<file path="config.mk">
export PLATFORM = sky130hd
export DESIGN_NAME = spe_indicator_gen
export DESIGN_NICKNAME = d
export VERILOG_FILES = /design/src/rtl/spe_pkg.sv /design/src/rtl/spe_frame_counter.sv /design/src/rtl/spe_ptr_tracker.sv /design/src/rtl/spe_mask_gen.sv /design/src/rtl/spe_indicator_gen.sv
export SDC_FILE = /design/constraint.sdc
export NUM_CORES = 1
export LEC_CHECK = 0
export BUFFER_PORTS_ARGS = -buffer_cell sky130_fd_sc_hd__buf_2
export CAP_MARGIN = 20
export CELL_PAD_IN_SITES_DETAIL_PLACEMENT = 1
export CELL_PAD_IN_SITES_GLOBAL_PLACEMENT = 1
export CORE_MARGIN = 8
export CORE_UTILIZATION = 57
export DETAILED_ROUTE_END_ITERATION = 7
export GPL_ROUTABILITY_DRIVEN = 0
export PLACE_DENSITY = 0.83
export SLEW_MARGIN = 5
export SYNTH_ARGS = -nofsm -noshare
export SYNTH_HDL_FRONTEND = slang
export SYNTH_SLANG_ARGS = --single-unit
</file>
<file path="constraint.sdc">
create_clock -name clk -period 14.7 [get_ports clk]
set_input_delay 0.735 -clock clk [delete_from_list [all_inputs] [get_ports clk]]
set_output_delay 0.735 -clock clk [all_outputs]
set_load 0.02 [all_outputs]
</file>
<file path="src/rtl/spe_pkg.sv">
package spe_pkg;

  typedef enum logic [1:0] {
    JUST_NONE = 2'd0,
    JUST_INC  = 2'd1,
    JUST_DEC  = 2'd2
  } just_e;

  localparam int PTR_W    = 10;
  localparam int VOTE_MIN = 3;

  // Majority vote on inverted bits: odd positions vote increment, even vote decrement.
  function automatic just_e classify(input logic [PTR_W-1:0] old_p,
                                     input logic [PTR_W-1:0] new_p);
    logic [PTR_W-1:0] flip;
    int n_inc;
    int n_dec;
    flip  = old_p ^ new_p;
    n_inc = 0;
    n_dec = 0;
    for (int k = 0; k < PTR_W / 2; k++) begin
      n_inc += int'(flip[2*k+1]);
      n_dec += int'(flip[2*k]);
    end
    if (n_inc >= VOTE_MIN && n_dec < VOTE_MIN) return JUST_INC;
    if (n_dec >= VOTE_MIN && n_inc < VOTE_MIN) return JUST_DEC;
    return JUST_NONE;
  endfunction

endpackage

</file>
<file path="src/rtl/spe_frame_counter.sv">
module spe_frame_counter #(
  parameter int ROWS      = 9,
  parameter int WORDS_ROW = 1080,
  parameter int ROW_W     = 4,
  parameter int COL_W     = 11
) (
  input  logic             clk,
  input  logic             rst,
  input  logic             fp_in,
  output logic [ROW_W-1:0] row_now,
  output logic [COL_W-1:0] col_now
);

  localparam logic [ROW_W-1:0] ROW_LAST = ROW_W'(ROWS - 1);
  localparam logic [COL_W-1:0] COL_LAST = COL_W'(WORDS_ROW - 1);
  localparam logic [COL_W-1:0] COL_ONE  = COL_W'(1);

  logic [ROW_W-1:0] row_nxt_q;
  logic [COL_W-1:0] col_nxt_q;

  // The pulse overrides the predicted position of the current word.
  always_comb begin
    row_now = fp_in ? '0 : row_nxt_q;
    col_now = fp_in ? '0 : col_nxt_q;
  end

  always_ff @(posedge clk) begin
    if (rst) begin
      row_nxt_q <= '0;
      col_nxt_q <= '0;
    end else if (col_now == COL_LAST) begin
      col_nxt_q <= '0;
      row_nxt_q <= (row_now == ROW_LAST) ? '0 : row_now + 1'b1;
    end else begin
      col_nxt_q <= col_now + 1'b1;
      row_nxt_q <= row_now;
    end
  end

  AST_COL_IN_RANGE: assert property (@(posedge clk) disable iff (rst)
    (col_now <= COL_LAST) && (row_now <= ROW_LAST));

  AST_FRAME_WRAP: assert property (@(posedge clk) disable iff (rst)
    (row_now == ROW_LAST && col_now == COL_LAST) |=>
      (row_now == '0 && col_now == '0));

  AST_PULSE_RESTART: assert property (@(posedge clk) disable iff (rst)
    fp_in |=> (fp_in || (row_now == '0 && col_now == COL_ONE)));

endmodule

</file>
<file path="src/rtl/spe_ptr_tracker.sv">
module spe_ptr_tracker
  import spe_pkg::*;
#(
  parameter int N_STS   = 48,
  parameter int BYTES   = 4,
  parameter int PTR_ROW = 3,
  parameter int ROW_W   = 4,
  parameter int COL_W   = 11
) (
  input  logic                        clk,
  input  logic                        rst,
  input  logic                        just_en,
  input  logic [ROW_W-1:0]            row_i,
  input  logic [COL_W-1:0]            col_i,
  input  logic [8*BYTES-1:0]          data_i,
  output logic [N_STS-1:0][1:0]       codes_o
);

  localparam int GROUPS = N_STS / BYTES;
  localparam int GRP_W  = (GROUPS > 1) ? $clog2(GROUPS) : 1;
  localparam logic [ROW_W-1:0] PTR_R  = ROW_W'(PTR_ROW);
  localparam logic [COL_W-1:0] H2_COL = COL_W'(GROUPS);
  localparam logic [COL_W-1:0] H3_COL = COL_W'(2 * GROUPS);

  logic                      in_h1, in_h2;
  logic [GRP_W-1:0]          grp;
  logic [BYTES-1:0][7:0]     bytes;
  logic [2*BYTES-1:0]        h1_rd;
  logic [PTR_W*BYTES-1:0]    prev_rd;
  logic [BYTES-1:0][PTR_W-1:0] new_ptr;
  logic [BYTES-1:0][1:0]     dec;
  logic [BYTES-1:0]          wr_b;
  logic [N_STS-1:0][1:0]     code_q;

  // H1 low bits waiting for their H2 partner, and last accepted pointers.
  logic [2*BYTES-1:0]        h1_mem   [GROUPS];
  logic [PTR_W*BYTES-1:0]    prev_mem [GROUPS];

  assign in_h1 = (row_i == PTR_R) && (col_i < H2_COL);
  assign in_h2 = (row_i == PTR_R) && (col_i >= H2_COL) && (col_i < H3_COL);
  assign grp   = in_h2 ? GRP_W'(col_i - H2_COL) : GRP_W'(col_i);

  assign h1_rd   = h1_mem[grp];
  assign prev_rd = prev_mem[grp];

  for (genvar b = 0; b < BYTES; b++) begin : g_lane
    assign bytes[b]   = data_i[8*(BYTES-1-b) +: 8];
    assign new_ptr[b] = {h1_rd[2*b +: 2], bytes[b]};
    assign dec[b]     = just_en ? classify(prev_rd[PTR_W*b +: PTR_W], new_ptr[b])
                                : JUST_NONE;
    assign wr_b[b]    = in_h2 && (dec[b] == JUST_NONE);
  end

  always_ff @(posedge clk) begin
    if (in_h1) begin
      for (int b = 0; b < BYTES; b++) begin
        h1_mem[grp][2*b +: 2] <= bytes[b][1:0];
      end
    end
  end

  // Byte-enabled write: only lanes without a justification refresh history.
  always_ff @(posedge clk) begin
    for (int b = 0; b < BYTES; b++) begin
      if (wr_b[b]) prev_mem[grp][PTR_W*b +: PTR_W] <= new_ptr[b];
    end
  end

  always_ff @(posedge clk) begin
    if (rst) begin
      code_q <= '0;
    end else if (in_h2) begin
      for (int i = 0; i < N_STS; i++) begin
        if (GRP_W'(i / BYTES) == grp) code_q[i] <= dec[i % BYTES];
      end
    end
  end

  assign codes_o = code_q;

  AST_CODES_HOLD: assert property (@(posedge clk) disable iff (rst)
    !in_h2 |=> $stable(code_q));

endmodule

</file>
<file path="src/rtl/spe_mask_gen.sv">
module spe_mask_gen
  import spe_pkg::*;
#(
  parameter int N_STS   = 48,
  parameter int BYTES   = 4,
  parameter int PTR_ROW = 3,
  parameter int ROW_W   = 4,
  parameter int COL_W   = 11
) (
  input  logic                  clk,
  input  logic                  rst,
  input  logic [ROW_W-1:0]      row_i,
  input  logic [COL_W-1:0]      col_i,
  input  logic [N_STS-1:0][1:0] codes_i,
  output logic [BYTES-1:0]      mask_o
);

  localparam int GROUPS = N_STS / BYTES;
  localparam int STS_W  = (N_STS > 1) ? $clog2(N_STS) : 1;
  localparam logic [ROW_W-1:0] PTR_R   = ROW_W'(PTR_ROW);
  localparam logic [COL_W-1:0] H3_COL  = COL_W'(2 * GROUPS);
  localparam logic [COL_W-1:0] TOH_END = COL_W'(3 * GROUPS);
  localparam logic [COL_W-1:0] AFT_END = COL_W'(4 * GROUPS);

  logic             in_row, in_h3, in_aft;
  logic [BYTES-1:0] mask_d;

  assign in_row = (row_i == PTR_R);
  assign in_h3  = in_row && (col_i >= H3_COL) && (col_i < TOH_END);
  assign in_aft = in_row && (col_i >= TOH_END) && (col_i < AFT_END);

  for (genvar b = 0; b < BYTES; b++) begin : g_bit
    logic [STS_W-1:0] h3_idx, aft_idx;
    logic [1:0]       h3_code, aft_code;
    assign h3_idx   = STS_W'(col_i - H3_COL) * STS_W'(BYTES) + STS_W'(b);
    assign aft_idx  = STS_W'(col_i - TOH_END) * STS_W'(BYTES) + STS_W'(b);
    assign h3_code  = codes_i[h3_idx];
    assign aft_code = codes_i[aft_idx];
    // Output bit order: bit BYTES-1 marks the first (most significant) byte.
    always_comb begin
      if (in_h3)              mask_d[BYTES-1-b] = (h3_code == JUST_DEC);
      else if (in_aft)        mask_d[BYTES-1-b] = (aft_code != JUST_INC);
      else if (col_i < TOH_END) mask_d[BYTES-1-b] = 1'b0;
      else                    mask_d[BYTES-1-b] = 1'b1;
    end
  end

  always_ff @(posedge clk) begin
    if (rst) mask_o <= '0;
    else     mask_o <= mask_d;
  end

  AST_TOH_DARK: assert property (@(posedge clk) disable iff (rst)
    (col_i < TOH_END && !in_h3) |=> (mask_o == '0));

  AST_PAYLOAD_LIT: assert property (@(posedge clk) disable iff (rst)
    (col_i >= AFT_END || (col_i >= TOH_END && !in_row)) |=> (&mask_o));

endmodule

</file>
<file path="src/rtl/spe_indicator_gen.sv">
module spe_indicator_gen
  import spe_pkg::*;
#(
  parameter int N_STS     = 48,
  parameter int BYTES     = 4,
  parameter int ROWS      = 9,
  parameter int PTR_ROW   = 3,
  parameter int TOH_COLS  = 3,
  parameter int SPE_COLS  = 87
) (
  input  logic                 clk,
  input  logic                 rst,
  input  logic                 just_en,
  input  logic [8*BYTES-1:0]   data_in,
  input  logic                 fp_in,
  output logic [8*BYTES-1:0]   data_out,
  output logic                 fp_out,
  output logic [BYTES-1:0]     spe_out
);

  localparam int WORDS_ROW = (TOH_COLS + SPE_COLS) * N_STS / BYTES;
  localparam int ROW_W     = (ROWS > 1) ? $clog2(ROWS) : 1;
  localparam int COL_W     = $clog2(WORDS_ROW);

  logic [ROW_W-1:0]      row_now, row_s1;
  logic [COL_W-1:0]      col_now, col_s1;
  logic [8*BYTES-1:0]    data_s1;
  logic                  fp_s1;
  logic [N_STS-1:0][1:0] codes;
  logic [1:0]            warm_q;

  spe_frame_counter #(
    .ROWS(ROWS), .WORDS_ROW(WORDS_ROW), .ROW_W(ROW_W), .COL_W(COL_W)
  ) u_counter (
    .clk(clk), .rst(rst), .fp_in(fp_in), .row_now(row_now), .col_now(col_now)
  );

  // Stage 1: word and its position.
  always_ff @(posedge clk) begin
    if (rst) begin
      data_s1 <= '0;
      fp_s1   <= 1'b0;
      row_s1  <= '0;
      col_s1  <= '0;
    end else begin
      data_s1 <= data_in;
      fp_s1   <= fp_in;
      row_s1  <= row_now;
      col_s1  <= col_now;
    end
  end

  spe_ptr_tracker #(
    .N_STS(N_STS), .BYTES(BYTES), .PTR_ROW(PTR_ROW), .ROW_W(ROW_W), .COL_W(COL_W)
  ) u_tracker (
    .clk(clk), .rst(rst), .just_en(just_en), .row_i(row_s1), .col_i(col_s1),
    .data_i(data_s1), .codes_o(codes)
  );

  spe_mask_gen #(
    .N_STS(N_STS), .BYTES(BYTES), .PTR_ROW(PTR_ROW), .ROW_W(ROW_W), .COL_W(COL_W)
  ) u_mask (
    .clk(clk), .rst(rst), .row_i(row_s1), .col_i(col_s1), .codes_i(codes),
    .mask_o(spe_out)
  );

  // Stage 2: data and pulse leave with the mask.
  always_ff @(posedge clk) begin
    if (rst) begin
      data_out <= '0;
      fp_out   <= 1'b0;
    end else begin
      data_out <= data_s1;
      fp_out   <= fp_s1;
    end
  end

  always_ff @(posedge clk) begin
    if (rst)                 warm_q <= '0;
    else if (warm_q != 2'd2) warm_q <= warm_q + 1'b1;
  end

  AST_DATA_LAG: assert property (@(posedge clk) disable iff (rst)
    (warm_q == 2'd2) |-> (data_out == $past(data_in, 2) &&
                          fp_out == $past(fp_in, 2)));

endmodule

</file>
==> impl_metrics.json, run 1 <==
{
  "fp.dieW_um": 251,
  "overflow": 0,
  "powerDensity_nw_per_um2": 133,
  "ys.flop_type": "edfxtp_1",
  "period_minus_slack_ns": 7.77,
  "cts_buffer_depth": 3,
  "setup_tns_ns": 0,
  "post-route-cell-area_um2": 35000,
  "final_cell_mix": "edfxtp_1, nand2_1, dfxtp_1, mux4_2, nor2_1",
  "timing.fmax_ghz": 0.129,
  "slew_viol_final": 0,
  "placed_cells_incl_taps": 2775,
  "drtIter0Drc": 2413,
  "peakVddDrop_mv": 0.0983,
  "antenna_found_initial": 0,
  "dieArea_um2": 62800,
  "cts_buffers": 78,
  "postCtsSetupRepairBufs": 0,
  "drtPass1Iterations": 5,
  "drcViolationCount": 0,
  "grtUsageMet3": 0.0563,
  "grt.busiest_layer": "met2",
  "first_global_vias": 20600,
  "postRouteAntennaNets": 0,
  "period_share": 0.529,
  "cap_violations": 0,
  "holdPathStages": 2,
  "port_buffers": 72,
  "setup_ws_ns": 6.93,
  "tightestPinTransition_ns": 1.19,
  "path_clk_slew_ns": 0.07,
  "die_y_um": 251,
  "grt_pass1_wl_mm": 132,
  "r2r-start": "col_s1[0]",
  "dpl.hpwl_mm": 54.3,
  "clk_latency_ns": 0.63,
  "fin_util": 0.639,
  "clock_skew_ns": 0.0322,
  "routedWlPerCell_um": 30.7,
  "wl_mm": 89.7,
  "worstHoldEndpoint": "data_s1[7]",
  "slew_headroom": 0.203,
  "hold_path.class": "in2reg",
  "synthArstFlopShare": 0,
  "via_per_inst": 6.71,
  "synth_edf_count": 576,
  "ys_ff_latch": 772,
  "start_util": 0.572,
  "diodes": 0,
  "finalSetupViolCount": 0,
  "min_from": "data_in[7]",
  "clockRootBuffer": "clkbuf_16",
  "met2_usage": 0.458,
  "fin_cells": 2923,
  "via_count": 19600,
  "syn2layout_area_growth_pct": 11.7,
  "status": "completed",
  "row_count": 86,
  "cp.arrival_ns": 8.01,
  "synth_area_per_cell_um2": 15.0,
  "track_usage": 0.279,
  "rrSetupSlack_ns": 6.93,
  "crit_required_ns": 14.94,
  "ys_seq_area_frac": 0.677,
  "synth_cells": 2094,
  "core_area_um2": 54800,
  "ff2ff_path_depth": 17,
  "rsz0062_at_grt": "no",
  "dpl_worst_slack_ns": 7.05,
  "placed_area_um2": 32300,
  "final_common_cell": "edfxtp_1",
  "critPathMaxFanout": 95,
  "critPathCaptureType": "flop",
  "cts_tree": "yes",
  "drive_above_1_share": 0.190,
  "path_class": "reg2reg",
  "synth.net_count": 2167,
  "start_kind": "flop",
  "nets": 2229,
  "cts_hold_buf": 0,
  "power_mw": 4.67,
  "cellLeakagePower_nw": 11.1,
  "gr-usage-met1": 0.361,
  "grt_max_degree": 114,
  "holdWs_ns": 0.321,
  "regToRegEndpoint": "u_tracker.prev_mem[11][33]",
  "syn_area_um2": 31400,
  "ctsResizeCount": 0,
  "synth.distinct_cells": 57,
  "cts_sinks": 772,
  "htree_levels": 3,
  "yosys_warnings": 0,
  "hold_viol": 0,
  "io_pins": 73
}
==> how the worst max path moves through the flow <==
stage | end | slack, ns | cells past startpoint | startpoint
global route | u_tracker.prev_mem[11][35] | 6.65 | 17 | col_s1[0]
detailed placement | u_tracker.prev_mem[11][36] | 7.05 | 16 | col_s1[0]
CTS | u_tracker.prev_mem[11][35] | 6.69 | 16 | col_s1[0]
global placement | u_tracker.prev_mem[11][32] | 7.62 | 16 | col_s1[0]
floorplan | u_tracker.prev_mem[0][30] | 9.00 | 22 | col_s1[3]
finish | u_tracker.prev_mem[11][33] | 6.93 | 17 | col_s1[0]
==> metal layers <==
metal / part of all wire / routed length (um) / vias to the layer above
met3: 0.090 / 8110 / 259
met4: 0.043 / 3850 / 0
met5: 0 / 0 / -
met2: 0.49 / 43900 / 1205
li1: - / - / 8085
met1: 0.38 / 33800 / 10100
==> worst max-delay path, stage by stage (launching register included) <==
cell and delay [ns]:
dfxtp_4 0.35, buf_12 0.55, nor2_4 0.18, a2111oi_4 0.56
or4_2 0.36, buf_4 0.68, o21ai_0 0.38, o22ai_1 0.62
buf_4 0.30, xnor2_1 0.14, fa_1 0.53, ha_1 0.17
inv_1 0.07, fa_1 0.50, o21ai_0 0.13, and3_1 0.41
or2_2 0.55, nor2_1 0.76
==> flip-flops by register name, indices dropped and copies added, names as in the netlist <==
signal	cells
fp_out	1
data_s1	32
u_counter.col_nxt_q	11
u_mask.mask_o	4
row_s1	4
u_tracker.codes_o	96
u_tracker.h1_mem	96
u_counter.row_nxt_q	4
data_out	32
u_tracker.prev_mem	480
fp_s1	1
col_s1	11
==> Yosys cell counts (all sizes together) (20+ instances only) <==
| library cell | number | area (um2) |
|---|---|---|
| a21oi | 112 | 572 |
| buf | 51 | 284 |
| ha | 21 | 263 |
| edfxtp | 576 | 17300 |
| inv | 43 | 161 |
| nor3 | 20 | 178 |
| dfxtp | 196 | 3920 |
| o22ai | 142 | 932 |
| nor2b | 76 | 475 |
| clkbuf | 76 | 287 |
| nand2 | 226 | 848 |
| nor2 | 157 | 612 |
| xnor2 | 37 | 324 |
| mux4 | 156 | 3510 |
| o21ai | 40 | 200 |
==> logic make-up (layout without fill, tap and decap cells) <==
group,after synthesis,count (layout),synth area share
DFF,772,772,0.677
adders and majority gates,37,37,0.0186
AOI/OAI and AO/OA,342,342,0.0680
buffers and inverters,171,296,0.0235
xor gates and xnor gates,50,50,0.0140
and+or+nand+nor,566,566,0.0872
muxes,156,156,0.112
==> final cells by class <==
class                      instances  area [um2]
sequential                       772       21200
fill                            4905       19800
multi-input combinational       1151        9410
clock buffer                      99        2080
tap                              704         881
timing repair buffer             109         687
clock inverter                    44         559
inverter                          44         165
==> power by group <==
group          total [mW]  leakage [nW]  internal, mW  switching [mW]
combinational       0.225          3.11        0.0761           0.149
sequential           2.36          6.70          2.34          0.0220
clock                2.08          1.28          1.22           0.859
total                4.67          11.1          3.64            1.03
No activity file was read; power rests on OpenSTA's default activity.
==> run 2, diff against run 1 <==
--- a/config.mk
+++ b/config.mk
@@ -5,15 +5,16 @@
 export SDC_FILE = /design/constraint.sdc
 export NUM_CORES = 1
 export LEC_CHECK = 0
+export ABC_AREA = 1
 export BUFFER_PORTS_ARGS = -buffer_cell sky130_fd_sc_hd__buf_2
 export CAP_MARGIN = 20
 export CELL_PAD_IN_SITES_DETAIL_PLACEMENT = 1
 export CELL_PAD_IN_SITES_GLOBAL_PLACEMENT = 1
 export CORE_MARGIN = 8
-export CORE_UTILIZATION = 57
+export CORE_UTILIZATION = 45
 export DETAILED_ROUTE_END_ITERATION = 7
 export GPL_ROUTABILITY_DRIVEN = 0
-export PLACE_DENSITY = 0.83
+export PLACE_DENSITY = 0.74
 export SLEW_MARGIN = 5
 export SYNTH_ARGS = -nofsm -noshare
 export SYNTH_HDL_FRONTEND = slang
==> constraint.sdc (replaced) <==
create_clock -name clk -period 6.78 [get_ports clk]
set_input_delay 0.339 -clock clk [delete_from_list [all_inputs] [get_ports clk]]
set_output_delay 0.339 -clock clk [all_outputs]
set_load 0.02 [all_outputs]
==> run 2 against run 1 <==
Clock-buffer cell count is 5 higher. Fmax increased by 22%. Flip-flop and latch count is the same. Register-to-register slack lost 6.5 ns. Non-clock buffer count increased by 85. Critical endpoint is now u_tracker.codes_o[14]. Combinational power rose to 2.5 times the previous value. Area after synthesis up 1.3%. Total power grew 120%. Core utilization fell by 12 points. Die area rose by 26%. Via count increased by 18%.
==> impl_metrics.json, run 2 <==
{
  "dpl.hpwl_mm": 60.3,
  "ys_ff_latch": 772,
  "cellLeakagePower_nw": 14.7,
  "crit_chain": "inv_1, nor2_4, buf_4, nand2_1, nand2_1, a211oi_1, nand3_1, nand2_1, nor2_1, nand2_1, nand2_1, fa_1, ha_1, inv_1, fa_1, o21ai_0, nand2_1, nor2_2, buf_4, nor2_1, nor2_1",
  "grt.busiest_layer": "met2",
  "dieArea_um2": 79300,
  "hold_path.class": "in2reg",
  "fp.dieW_um": 282,
  "cpMostUsedCell": "nand2_1",
  "max_stage_delay_ns": 0.73,
  "cts_buffer_depth": 3,
  "synth.net_count": 3041,
  "clk_latency_ns": 0.66,
  "cts_sinks": 772,
  "grtUsageMet3": 0.0381,
  "synth.top_cell.area_share": 0.544,
  "grt_pass1_wl_mm": 146,
  "overflow": 0,
  "yosys_warnings": 0,
  "htree_levels": 3,
  "syn_area_um2": 31800,
  "slew_headroom": 0.245,
  "nets": 3162,
  "ctsResizeCount": 0,
  "timing.fmax_ghz": 0.157,
  "cts_hold_buf": 32,
  "hold_viol": 0,
  "port_buffers": 72,
  "syn2layout_area_growth_pct": 14.8,
  "final_cell_mix": "nand2_1, edfxtp_1, nor2_1, inv_1, o22ai_1",
  "synth_area_per_cell_um2": 10.7,
  "placed_cells_incl_taps": 3914,
  "slew_viol_final": 0,
  "synthArstFlopShare": 0,
  "yosys-top-cells-count": "nand2_1, edfxtp_1, nor2_1",
  "drive_above_1_share": 0.131,
  "cts_tree": "yes",
  "diodes": 0,
  "powerDensity_nw_per_um2": 277,
  "synth_cells": 2968,
  "setup_tns_ns": 0,
  "crit_required_ns": 7.34,
  "synth_most_common_cell": "nand2_1",
  "yosys.area.top_type": "edfxtp_1",
  "start_util": 0.454,
  "via_count": 23100,
  "critical-path-top-delay-family": "simple AND/OR/NAND/NOR gates",
  "cp.arrival_ns": 6.92,
  "gr-usage-met1": 0.297,
  "path_clk_slew_ns": 0.06,
  "synth.distinct_cells": 47,
  "regMostFlops": "u_tracker.prev_mem",
  "drtPass1Iterations": 5,
  "power_mw": 10.1,
  "wl_mm": 96.1,
  "path_class": "reg2reg",
  "cap_violations": 0,
  "routedWlPerCell_um": 23.5,
  "grt_max_degree": 135,
  "drcViolationCount": 0,
  "cts_buffers": 81,
  "peakVddDrop_mv": 0.204,
  "die_y_um": 282,
  "synthTopCellsByArea": "edfxtp_1, dfxtp_1, nand2_1, nor2_1, o22ai_1",
  "start_kind": "flop",
  "largest_register_ffs": 480,
  "first_global_vias": 24900,
  "period_share": 0.938,
  "critPathCaptureType": "flop",
  "clock_skew_ns": 0.0431,
  "drtIter0Drc": 1760,
  "critPathMaxFanout": 35,
  "track_usage": 0.239,
  "slowest_stage": "nor2_2",
  "clockRootBuffer": "clkbuf_16",
  "fin_cells": 4097,
  "postCtsSetupRepairBufs": 0,
  "rsz0062_at_grt": "no",
  "met2_usage": 0.418,
  "ys_seq_area_frac": 0.668,
  "finalSetupViolCount": 0,
  "postRouteAntennaNets": 0,
  "final_common_cell": "nand2_1",
  "cp_num_buf_inv": 4,
  "tightestPinTransition_ns": 1.13,
  "status": "completed",
  "via_per_inst": 5.65,
  "ys.flop_type": "edfxtp_1",
  "period_minus_slack_ns": 6.36,
  "core_area_um2": 69900,
  "row_count": 97,
  "antenna_found_initial": 2,
  "synth_edf_count": 576,
  "io_pins": 73
}
run 2: changes by cell type after synthesis, moves of 52 or more:
cell | before | now
nand2_1 | 226 | 608
nor2_1 | 154 | 422
a21oi_1 | 111 | 32
nor2b_1 | 76 | 0
o21ai_0 | 40 | 92
nor3_1 | 12 | 64
inv_1 | 43 | 266
nand3_1 | 12 | 145
o22ai_1 | 135 | 203
mux4_2 | 156 | 0
run 2: logic make-up after synthesis:
family,after synthesis,share of synthesized area
AOI/OAI and AO/OA,396,0.0761
and+or+nand+nor,1337,0.183
DFF,772,0.668
adders and majority gates,37,0.0184
buffers and inverters,426,0.0549
run 2: final timing paths:
| kind | start | end | slack [ns] | cells past startpoint |
|---|---|---|---|---|
| worst max-delay path | col_s1[1] | u_tracker.codes_o[14] | 0.42 | 21 |
| worst max register to register | col_s1[1] | u_tracker.codes_o[14] | 0.42 | 21 |
| worst min register to register | fp_s1 | fp_out | 0.41 | 2 |
| worst min-delay path | fp_in | col_s1[0] | 0.13 | 2 |
run 2: per-stage QoR:
step | utilization | setup WS, ns | instance area, um2 | hold WS [ns]
finish | 0.522 | 0.422 | 36500 | 0.134
global route | 0.522 | 0.0867 | 36500 | 0.159
CTS | 0.522 | 0.455 | 36500 | 0.121
detailed placement | 0.480 | 0.617 | 33500 | 0.417
global placement | 0.479 | 0.849 | 33500 | 0.420
floorplan | - | 1.78 | 31800 | 0.388
run 2: worst reg2reg max path, cell delays in order (launching register included):
cell,delay (ns)
dfxtp_1,0.62
inv_1,0.20
nor2_4,0.55
buf_4,0.61
nand2_1,0.14
nand2_1,0.09
a211oi_1,0.08
nand3_1,0.17
nand2_1,0.10
nor2_1,0.63
nand2_1,0.11
nand2_1,0.13
fa_1,0.43
ha_1,0.22
inv_1,0.06
fa_1,0.41
o21ai_0,0.32
nand2_1,0.13
nor2_2,0.73
buf_4,0.35
nor2_1,0.08
nor2_1,0.13
run 2: power breakdown:
group          leakage (nW)  switching, mW  internal, mW
registers              6.95         0.0532          5.09
logic                  6.45          0.406         0.166
clock network          1.28           1.92          2.47
total                  14.7           2.38          7.72
run 2: final cells by class:
class / instances / area, um2
Inverter: 270 / 1020
Tap cell: 940 / 1180
Clock inverter: 47 / 438
Fill cell: 7527 / 33400
Multi-Input combinational cell: 1770 / 9040
Clock buffer: 104 / 2190
Timing Repair Buffer: 194 / 1390
Sequential cell: 772 / 21200
run 2: metal layers:
metal	routed length [um]	part of all wire	vias up
met5	13	0.00014	-
li1	-	-	10400
met1	39100	0.41	11800
met2	47700	0.50	758
met3	6160	0.064	202
met4	3090	0.032	2
